**config.mk**
```make
export PLATFORM = sky130hd
export DESIGN_NAME = spi_fifo_monitor
export DESIGN_NICKNAME = d
export VERILOG_FILES = /design/src/rtl/fifo_mon_pkg.sv /design/src/rtl/fifo_level_tracker.sv /design/src/rtl/fifo_mon_regs.sv /design/src/rtl/sticky_err_bank.sv /design/src/rtl/irq_dma_gen.sv /design/src/rtl/spi_fifo_monitor.sv
export SDC_FILE = /design/constraint.sdc
export NUM_CORES = 1
export LEC_CHECK = 0
export BUFFER_PORTS_ARGS = -buffer_cell sky130_fd_sc_hd__buf_4
export CORE_ASPECT_RATIO = 0.7
export CORE_MARGIN = 2
export CORE_UTILIZATION = 56
export DETAILED_ROUTE_END_ITERATION = 8
export PLACE_DENSITY = 0.88
export SYNTH_ARGS = -nofsm -noshare
export SYNTH_HDL_FRONTEND = slang
export SYNTH_SLANG_ARGS = --single-unit
export TNS_END_PERCENT = 20
```
**constraint.sdc**
```tcl
create_clock -name clk -period 3.3 [get_ports clk]
set_clock_uncertainty 0.2 [all_clocks]
set_input_delay 0.165 -clock clk [delete_from_list [all_inputs] [get_ports clk]]
set_output_delay 0.165 -clock clk [all_outputs]
set_load 0.02 [all_outputs]
```
**src/rtl/fifo_mon_pkg.sv**
```systemverilog
package fifo_mon_pkg;

  localparam int ADDR_W = 4;
  localparam int VEC_W  = 5;

  // status vector bit positions
  localparam int ST_BUSY    = 0;
  localparam int ST_TXFULL  = 1;
  localparam int ST_TXEMPTY = 2;
  localparam int ST_RXEMPTY = 3;
  localparam int ST_RXFULL  = 4;

  // interrupt vector bit positions
  localparam int IV_TXLOW  = 0;
  localparam int IV_TXOVF  = 1;
  localparam int IV_RXUDF  = 2;
  localparam int IV_RXOVF  = 3;
  localparam int IV_RXHIGH = 4;

  // clear register bit positions
  localparam int CL_ALL   = 0;
  localparam int CL_RXUDF = 1;
  localparam int CL_RXOVF = 2;
  localparam int CL_TXOVF = 3;

  // dma enable bit positions
  localparam int DE_RX = 0;
  localparam int DE_TX = 1;

  // sticky bank slots
  localparam int SK_TXOVF = 0;
  localparam int SK_RXUDF = 1;
  localparam int SK_RXOVF = 2;
  localparam int SK_N     = 3;

  typedef enum logic [ADDR_W-1:0] {
    RA_TX_THR  = 4'd0,
    RA_RX_THR  = 4'd1,
    RA_TX_DMA  = 4'd2,
    RA_RX_DMA  = 4'd3,
    RA_MASK    = 4'd4,
    RA_DMA_EN  = 4'd5,
    RA_CLEAR   = 4'd6,
    RA_TX_LVL  = 4'd7,
    RA_RX_LVL  = 4'd8,
    RA_STATUS  = 4'd9,
    RA_RAW     = 4'd10,
    RA_MASKED  = 4'd11
  } reg_addr_e;

endpackage

```
**src/rtl/fifo_level_tracker.sv**
```systemverilog
module fifo_level_tracker #(
  parameter int DEPTH = 32,
  parameter int LVL_W = $clog2(DEPTH + 1)
) (
  input  logic             clk,
  input  logic             rst_n,
  input  logic             push,
  input  logic             pop,
  output logic [LVL_W-1:0] level,
  output logic             full,
  output logic             empty,
  output logic             push_drop,
  output logic             pop_drop
);

  localparam logic [LVL_W-1:0] LVL_MAX = LVL_W'(DEPTH);

  logic acc_push, acc_pop;

  assign full      = (level == LVL_MAX);
  assign empty     = (level == '0);
  assign push_drop = push & full;
  assign pop_drop  = pop & empty;
  assign acc_push  = push & ~full;
  assign acc_pop   = pop & ~empty;

  always_ff @(posedge clk or negedge rst_n) begin
    if (!rst_n) begin
      level <= '0;
    end else if (acc_push != acc_pop) begin
      level <= acc_push ? level + 1'b1 : level - 1'b1;
    end
  end

endmodule

```
**src/rtl/fifo_mon_regs.sv**
```systemverilog
module fifo_mon_regs
  import fifo_mon_pkg::*;
#(
  parameter int REG_W = 16,
  parameter int LVL_W = 6
) (
  input  logic              clk,
  input  logic              rst_n,
  input  logic              cfg_we,
  input  logic [ADDR_W-1:0] cfg_addr,
  input  logic [REG_W-1:0]  cfg_wdata,
  output logic [LVL_W-1:0]  tx_thr,
  output logic [LVL_W-1:0]  rx_thr,
  output logic [LVL_W-1:0]  tx_dma_lvl,
  output logic [LVL_W-1:0]  rx_dma_lvl,
  output logic [VEC_W-1:0]  mask,
  output logic [1:0]        dma_en,
  output logic [3:0]        clr_bits
);

  logic             wdata_hi_unused;
  logic [LVL_W-1:0] wlvl;

  assign wlvl            = cfg_wdata[LVL_W-1:0];
  assign wdata_hi_unused = ^cfg_wdata[REG_W-1:LVL_W];

  // clear register is a pulse: nothing stored
  assign clr_bits = (cfg_we && cfg_addr == RA_CLEAR) ? cfg_wdata[3:0] : 4'b0000;

  always_ff @(posedge clk or negedge rst_n) begin
    if (!rst_n) begin
      tx_thr     <= '0;
      rx_thr     <= '0;
      tx_dma_lvl <= '0;
      rx_dma_lvl <= '0;
      mask       <= '0;
      dma_en     <= '0;
    end else if (cfg_we) begin
      case (cfg_addr)
        RA_TX_THR: tx_thr     <= wlvl;
        RA_RX_THR: rx_thr     <= wlvl;
        RA_TX_DMA: tx_dma_lvl <= wlvl;
        RA_RX_DMA: rx_dma_lvl <= wlvl;
        RA_MASK:   mask       <= cfg_wdata[VEC_W-1:0];
        RA_DMA_EN: dma_en     <= cfg_wdata[1:0];
        default:   ;
      endcase
    end
  end

endmodule

```
**src/rtl/sticky_err_bank.sv**
```systemverilog
module sticky_err_bank #(
  parameter int N = 3
) (
  input  logic         clk,
  input  logic         rst_n,
  input  logic [N-1:0] set_evt,
  input  logic [N-1:0] clr_req,
  output logic [N-1:0] flags
);

  for (genvar i = 0; i < N; i++) begin : g_bit
    always_ff @(posedge clk or negedge rst_n) begin
      if (!rst_n) begin
        flags[i] <= 1'b0;
      end else begin
        // a new event in the same cycle overrides the clear
        flags[i] <= set_evt[i] | (flags[i] & ~clr_req[i]);
      end
    end
  end

endmodule

```
**src/rtl/irq_dma_gen.sv**
```systemverilog
module irq_dma_gen
  import fifo_mon_pkg::*;
#(
  parameter int LVL_W = 6
) (
  input  logic [LVL_W-1:0] tx_lvl,
  input  logic [LVL_W-1:0] rx_lvl,
  input  logic [LVL_W-1:0] tx_thr,
  input  logic [LVL_W-1:0] rx_thr,
  input  logic [LVL_W-1:0] tx_dma_lvl,
  input  logic [LVL_W-1:0] rx_dma_lvl,
  input  logic [SK_N-1:0]  sticky,
  input  logic [VEC_W-1:0] mask,
  input  logic [1:0]       dma_en,
  output logic [VEC_W-1:0] raw,
  output logic [VEC_W-1:0] masked,
  output logic             irq,
  output logic             dma_tx_req,
  output logic             dma_rx_req
);

  always_comb begin
    raw            = '0;
    raw[IV_TXLOW]  = (tx_lvl <= tx_thr);
    raw[IV_TXOVF]  = sticky[SK_TXOVF];
    raw[IV_RXUDF]  = sticky[SK_RXUDF];
    raw[IV_RXOVF]  = sticky[SK_RXOVF];
    raw[IV_RXHIGH] = (rx_lvl > rx_thr);
  end

  assign masked     = raw & mask;
  assign irq        = |masked;
  assign dma_tx_req = dma_en[DE_TX] & (tx_lvl <= tx_dma_lvl);
  assign dma_rx_req = dma_en[DE_RX] & (rx_lvl > rx_dma_lvl);

endmodule

```
**src/rtl/spi_fifo_monitor.sv**
```systemverilog
module spi_fifo_monitor
  import fifo_mon_pkg::*;
#(
  parameter int DEPTH = 32,
  parameter int REG_W = 16
) (
  input  logic              clk,
  input  logic              rst_n,
  input  logic              tx_push,
  input  logic              tx_pop,
  input  logic              rx_push,
  input  logic              rx_pop,
  input  logic              engine_busy,
  input  logic              cfg_we,
  input  logic [ADDR_W-1:0] cfg_addr,
  input  logic [REG_W-1:0]  cfg_wdata,
  input  logic [ADDR_W-1:0] rd_addr,
  output logic [REG_W-1:0]  rd_data,
  output logic [VEC_W-1:0]  status,
  output logic [VEC_W-1:0]  irq_raw,
  output logic [VEC_W-1:0]  irq_masked,
  output logic              irq,
  output logic              dma_tx_req,
  output logic              dma_rx_req
);

  localparam int LVL_W = $clog2(DEPTH + 1);
  localparam int CH_TX = 0;
  localparam int CH_RX = 1;

  logic [1:0]       ch_push, ch_pop, ch_full, ch_empty, ch_pdrop, ch_odrop;
  logic [LVL_W-1:0] ch_lvl [2];

  assign ch_push = {rx_push, tx_push};
  assign ch_pop  = {rx_pop, tx_pop};

  for (genvar c = 0; c < 2; c++) begin : g_ch
    fifo_level_tracker #(.DEPTH(DEPTH), .LVL_W(LVL_W)) u_trk (
      .clk       (clk),
      .rst_n     (rst_n),
      .push      (ch_push[c]),
      .pop       (ch_pop[c]),
      .level     (ch_lvl[c]),
      .full      (ch_full[c]),
      .empty     (ch_empty[c]),
      .push_drop (ch_pdrop[c]),
      .pop_drop  (ch_odrop[c])
    );
  end

  logic tx_underrun_unused;
  assign tx_underrun_unused = ch_odrop[CH_TX];

  logic [LVL_W-1:0] tx_thr, rx_thr, tx_dma_lvl, rx_dma_lvl;
  logic [VEC_W-1:0] mask;
  logic [1:0]       dma_en;
  logic [3:0]       clr_bits;

  fifo_mon_regs #(.REG_W(REG_W), .LVL_W(LVL_W)) u_regs (
    .clk        (clk),
    .rst_n      (rst_n),
    .cfg_we     (cfg_we),
    .cfg_addr   (cfg_addr),
    .cfg_wdata  (cfg_wdata),
    .tx_thr     (tx_thr),
    .rx_thr     (rx_thr),
    .tx_dma_lvl (tx_dma_lvl),
    .rx_dma_lvl (rx_dma_lvl),
    .mask       (mask),
    .dma_en     (dma_en),
    .clr_bits   (clr_bits)
  );

  // remap clear layout onto sticky slots
  logic [SK_N-1:0] sk_set, sk_clr, sticky;

  always_comb begin
    sk_set           = '0;
    sk_set[SK_TXOVF] = ch_pdrop[CH_TX];
    sk_set[SK_RXUDF] = ch_odrop[CH_RX];
    sk_set[SK_RXOVF] = ch_pdrop[CH_RX];
    sk_clr           = '0;
    sk_clr[SK_TXOVF] = clr_bits[CL_ALL] | clr_bits[CL_TXOVF];
    sk_clr[SK_RXUDF] = clr_bits[CL_ALL] | clr_bits[CL_RXUDF];
    sk_clr[SK_RXOVF] = clr_bits[CL_ALL] | clr_bits[CL_RXOVF];
  end

  sticky_err_bank #(.N(SK_N)) u_sticky (
    .clk     (clk),
    .rst_n   (rst_n),
    .set_evt (sk_set),
    .clr_req (sk_clr),
    .flags   (sticky)
  );

  irq_dma_gen #(.LVL_W(LVL_W)) u_gen (
    .tx_lvl     (ch_lvl[CH_TX]),
    .rx_lvl     (ch_lvl[CH_RX]),
    .tx_thr     (tx_thr),
    .rx_thr     (rx_thr),
    .tx_dma_lvl (tx_dma_lvl),
    .rx_dma_lvl (rx_dma_lvl),
    .sticky     (sticky),
    .mask       (mask),
    .dma_en     (dma_en),
    .raw        (irq_raw),
    .masked     (irq_masked),
    .irq        (irq),
    .dma_tx_req (dma_tx_req),
    .dma_rx_req (dma_rx_req)
  );

  always_comb begin
    status             = '0;
    status[ST_BUSY]    = engine_busy;
    status[ST_TXFULL]  = ch_full[CH_TX];
    status[ST_TXEMPTY] = ch_empty[CH_TX];
    status[ST_RXEMPTY] = ch_empty[CH_RX];
    status[ST_RXFULL]  = ch_full[CH_RX];
  end

  always_comb begin
    case (rd_addr)
      RA_TX_THR: rd_data = REG_W'(tx_thr);
      RA_RX_THR: rd_data = REG_W'(rx_thr);
      RA_TX_DMA: rd_data = REG_W'(tx_dma_lvl);
      RA_RX_DMA: rd_data = REG_W'(rx_dma_lvl);
      RA_MASK:   rd_data = REG_W'(mask);
      RA_DMA_EN: rd_data = REG_W'(dma_en);
      RA_TX_LVL: rd_data = REG_W'(ch_lvl[CH_TX]);
      RA_RX_LVL: rd_data = REG_W'(ch_lvl[CH_RX]);
      RA_STATUS: rd_data = REG_W'(status);
      RA_RAW:    rd_data = REG_W'(irq_raw);
      RA_MASKED: rd_data = REG_W'(irq_masked);
      default:   rd_data = '0;
    endcase
  end

endmodule

```
==> results.md <==
- Placer congestion estimate: roughly 0.92
- Post-synth design cell area: around 3500 sq um
- Lkg Pwr: just under 2 nW
- Max-Slew Margin vs Limit: 0.603
- Critical path endpoint category: output pin
- Worst path cell trace: ha_1, a21o_1, a21o_1, a221oi_1, o21a_1, a211o_1, buf_4
- Pin count of the biggest net entering global routing: 47
- # diodes: 0
- Share of layout cells above drive strength 1: 0.237
- Max-cap violations: 0
- Post-DP HPWL: about 7000 um
- Crit path DAT: approximately 2500 ps
- Vias in the first global route: 2942
- Max clock buf depth: 2
- TritonCTS Buffers: 5
- DR pass1 iterations: 5
- Gr usage total: 0.276
- Layout fillers: approximately 500
- Distinct cells, synth: 62
- Fin. max-slew vios: 0
- Number of synthesized flops with an enable pin: 0
- Setup WS pre-CTS: between 400 and 500 ps
- Clk root buf: clkbuf_8
- Placed cell area: 3830 sq um
- Area growth, synth to finish: 15.4%
- DR iter-0 viols: about 420
- Die area: 6910 sq um
- Routed len/inst: around 19 um
- WS Path Type: reg2out
- Post-route antenna net violation count: 0
- Sequential element share of the synthesized area: 0.329
- DR DRC count: 0
- Synth Warn #: 0
- Die Wd: slightly below 100 um
- Pwr per Cell Area: ~800 nW/um^2
- Via density: roughly 6.3
- Core Region: 6130 sq um
- Final Instance Area: slightly above 4000 sq um
- Critical Path Start Type: flop
- Antenna violations before repair: 0
- Number of setup violations in the final report: 0
- Nets: 466
- Final setup TNS: 0 ps
- Critical path fanouts, max: 6
- Cells after Synth: about 350
- Multi-input combinational cell area: about 2100 sq um
- Fin. Hold Viols: 0
- First-pass GRT wire length: ~15000 um
- WP data required: a little under 3000 ps
- Xor-xnor portion of the synthesized cell area: 0.0250
- Clock latency on the worst-skew pair: approximately 300 ps
- Grt total ovfl: 0
- Yosys reg bits: 46
- Max Fclk: about 0.35 GHz
- Synth Flop Type: dfrtp_1
- Hold Path Class: in2reg
- Slew @ Worst Pin: between 500 and 600 ps
- CTS tree: done
- Delay of the slowest critical-path stage: between 400 and 500 ps
- Cell mode on critical path: a21o_1
- Die Y: 70.2 um
- CP max-delay cell: dfrtp_1
- RSZ-0062 raised after global routing: false
- Routed vias: between 3000 and 4000
- Starting Density: 0.572
- DRT Wirelength: about 9000 um
- Buffers added on ports: 45
- Largest family of logic cells by synthesized area: compound AO/OA/AOI/OAI gates
- Multiplexer share of the synthesized area: 0.155
- Simple-Gate Fraction of Synth Area: 0.129
- Tcrit/Tclk final: 0.875
- Outcome: completed
- Compound-gate portion of the synthesized area: 0.157
- Clock-pin slew on the worst setup and hold paths: approximately 90 ps
- FF/Latch Area: around 1200 sq um
- VDD IR-drop max: around 0.3 mV
- Final min period: around 2900 ps
- Total power: 3.15 mW
- Boundary pin count: 66
- Asr flop ratio synth: 1.00
- Clock sink total: 46
- Mean post-synth cell area: 9.95 sq um
- Setup Fix Bufs, Post-CTS: 0
- Final setup margin: just over 400 ps
- CTS HTree Levels: 2
- Rows: 24
- Post-Synth Adder-Cell Area: 0.126
-- through the flow --
step | cells | hold slack, ps | utilization
2_1_floorplan | 361 | -331 | -
3_3_place_gp | 461 | -1.48 | 0.626
3_5_place_dp | 461 | 4.41 | 0.626
4_1_cts | 479 | 86.3 | 0.660
5_1_grt | 479 | 84.1 | 0.660
6_report | 479 | 85.2 | 0.660
-- cell type report --
class	count	area share
clock buffers	6	0.0180
clock inverters	2	0.00929
inverters	30	0.0279
multi-input cells	259	0.522
flip-flops and latches	46	0.285
well taps	78	0.0241
repair buffers	58	0.114
-- flip-flops by register name, summed over array words and instances (netlist names) --
signal and count:
g_ch.u_trk.level 12, u_regs.rx_dma_lvl 6, u_regs.rx_thr 6, u_regs.tx_dma_lvl 6, u_regs.tx_thr 6, u_regs.mask 5, u_sticky.flags 3, u_regs.dma_en 2
-- worst max-delay path, delay by kind of cell (launching register included) --
| family | cells | cell delay, ps |
|---|---|---|
| fa+ha+maj | 1 | 350 |
| flops | 1 | 490 |
| buf+inv | 1 | 140 |
| compound gates | 5 | 1230 |
-- logic make-up (layout without fill, tap and decap cells) --
group | after synthesis | after routing
AO/OA/AOI/OAI | 81 | 81
AND/OR/NAND/NOR | 78 | 78
buffers and inverters | 56 | 96
multiplexers | 46 | 46
flip-flops | 46 | 46
adder cells (fa/ha/maj) | 34 | 34
XOR/XNOR | 10 | 10
other | 1 | 10
-- cell usage in the layout, fill, tap and decap left out, types with 8 or more instances in the layout --
cell type      instances
inv_1                 29
mux2i_1                9
a21o_1                10
nor2_1                 9
nand3_1                9
conb_1                10
nand2_1               16
xnor2_1                8
mux2_2                27
dfrtp_1               46
ha_1                  32
o21ai_0               19
dlygate4sd3_1         10
a21oi_1               15
buf_4                 48
-- power by group --
group,total [mW],internal (mW),switching [mW],leakage [nW]
Combinational,1.69,0.845,0.840,1.33
Clock,0.424,0.226,0.197,0.0514
Sequential,1.04,0.748,0.294,0.558
-- per-layer routing --
layer,vias up,global-route usage,routed length (um)
met3,26,0.0571,855
met4,0,0.0563,137
met1,1457,0.401,4030
met5,-,0,0
li1,1361,-,-
met2,159,0.432,4120
-- path summary, 6_finish.rpt --
path,from,endpoint,slack [ps],cells after the start
max,g_ch[0].u_trk.level[3],irq,410,7
min,cfg_addr[1],u_regs.dma_en[0],90,3
max reg2reg,g_ch[1].u_trk.level[1],g_ch[1].u_trk.level[5],410,8
min reg2reg,u_regs.tx_thr[5],u_regs.tx_thr[5],310,1
max in group asynchronous,rst_n,u_regs.rx_dma_lvl[1],2290,2
min in group asynchronous,rst_n,g_ch[0].u_trk.level[5],200,2
-- synthesized netlist by cell type (2+ instances only) --
library cell,number,area [sq um]
a22o_1,4,35.0
a41oi_1,2,17.5
mux2_1,4,45.0
a221o_1,2,20.0
a21o_1,10,75.1
or3_1,3,18.8
and4_1,3,26.3
nand3b_1,4,30.0
nor3_1,4,20.0
fa_1,2,40.0
o221ai_1,2,17.5
mux2_2,27,304
a221oi_1,3,26.3
xor2_1,2,17.5
a32oi_1,2,17.5
mux4_2,2,45.0
nand3_1,9,45.0
and3_1,4,25.0
ha_1,32,400
dfrtp_1,46,1150
nor2b_1,5,31.3
o21ai_0,19,95.1
xnor2_1,8,70.1
inv_1,29,109
nand2_1,16,60.1
clkbuf_1,9,33.8
or2_1,2,12.5
and2_1,3,18.8
a211oi_1,2,15.0
mux2i_1,9,90.1
o21a_1,5,37.5
nor2_1,9,33.8
nor3b_1,4,30.0
o21ai_1,2,10.0
mux2_4,4,60.1
a21oi_1,15,75.1
a31oi_1,2,12.5
buf_4,15,113
nand4_1,2,12.5
nand2b_1,2,12.5
o21bai_1,2,15.0
-- what timing repair did --
action | 4_1_cts | 5_1_grt
hold endpoints to repair | 73 | 0
resized for setup | 0 | 0
hold buffers | 10 | 0
endpoints found under the setup margin | 0 | 0
No activity file was read; power rests on OpenSTA's default activity.
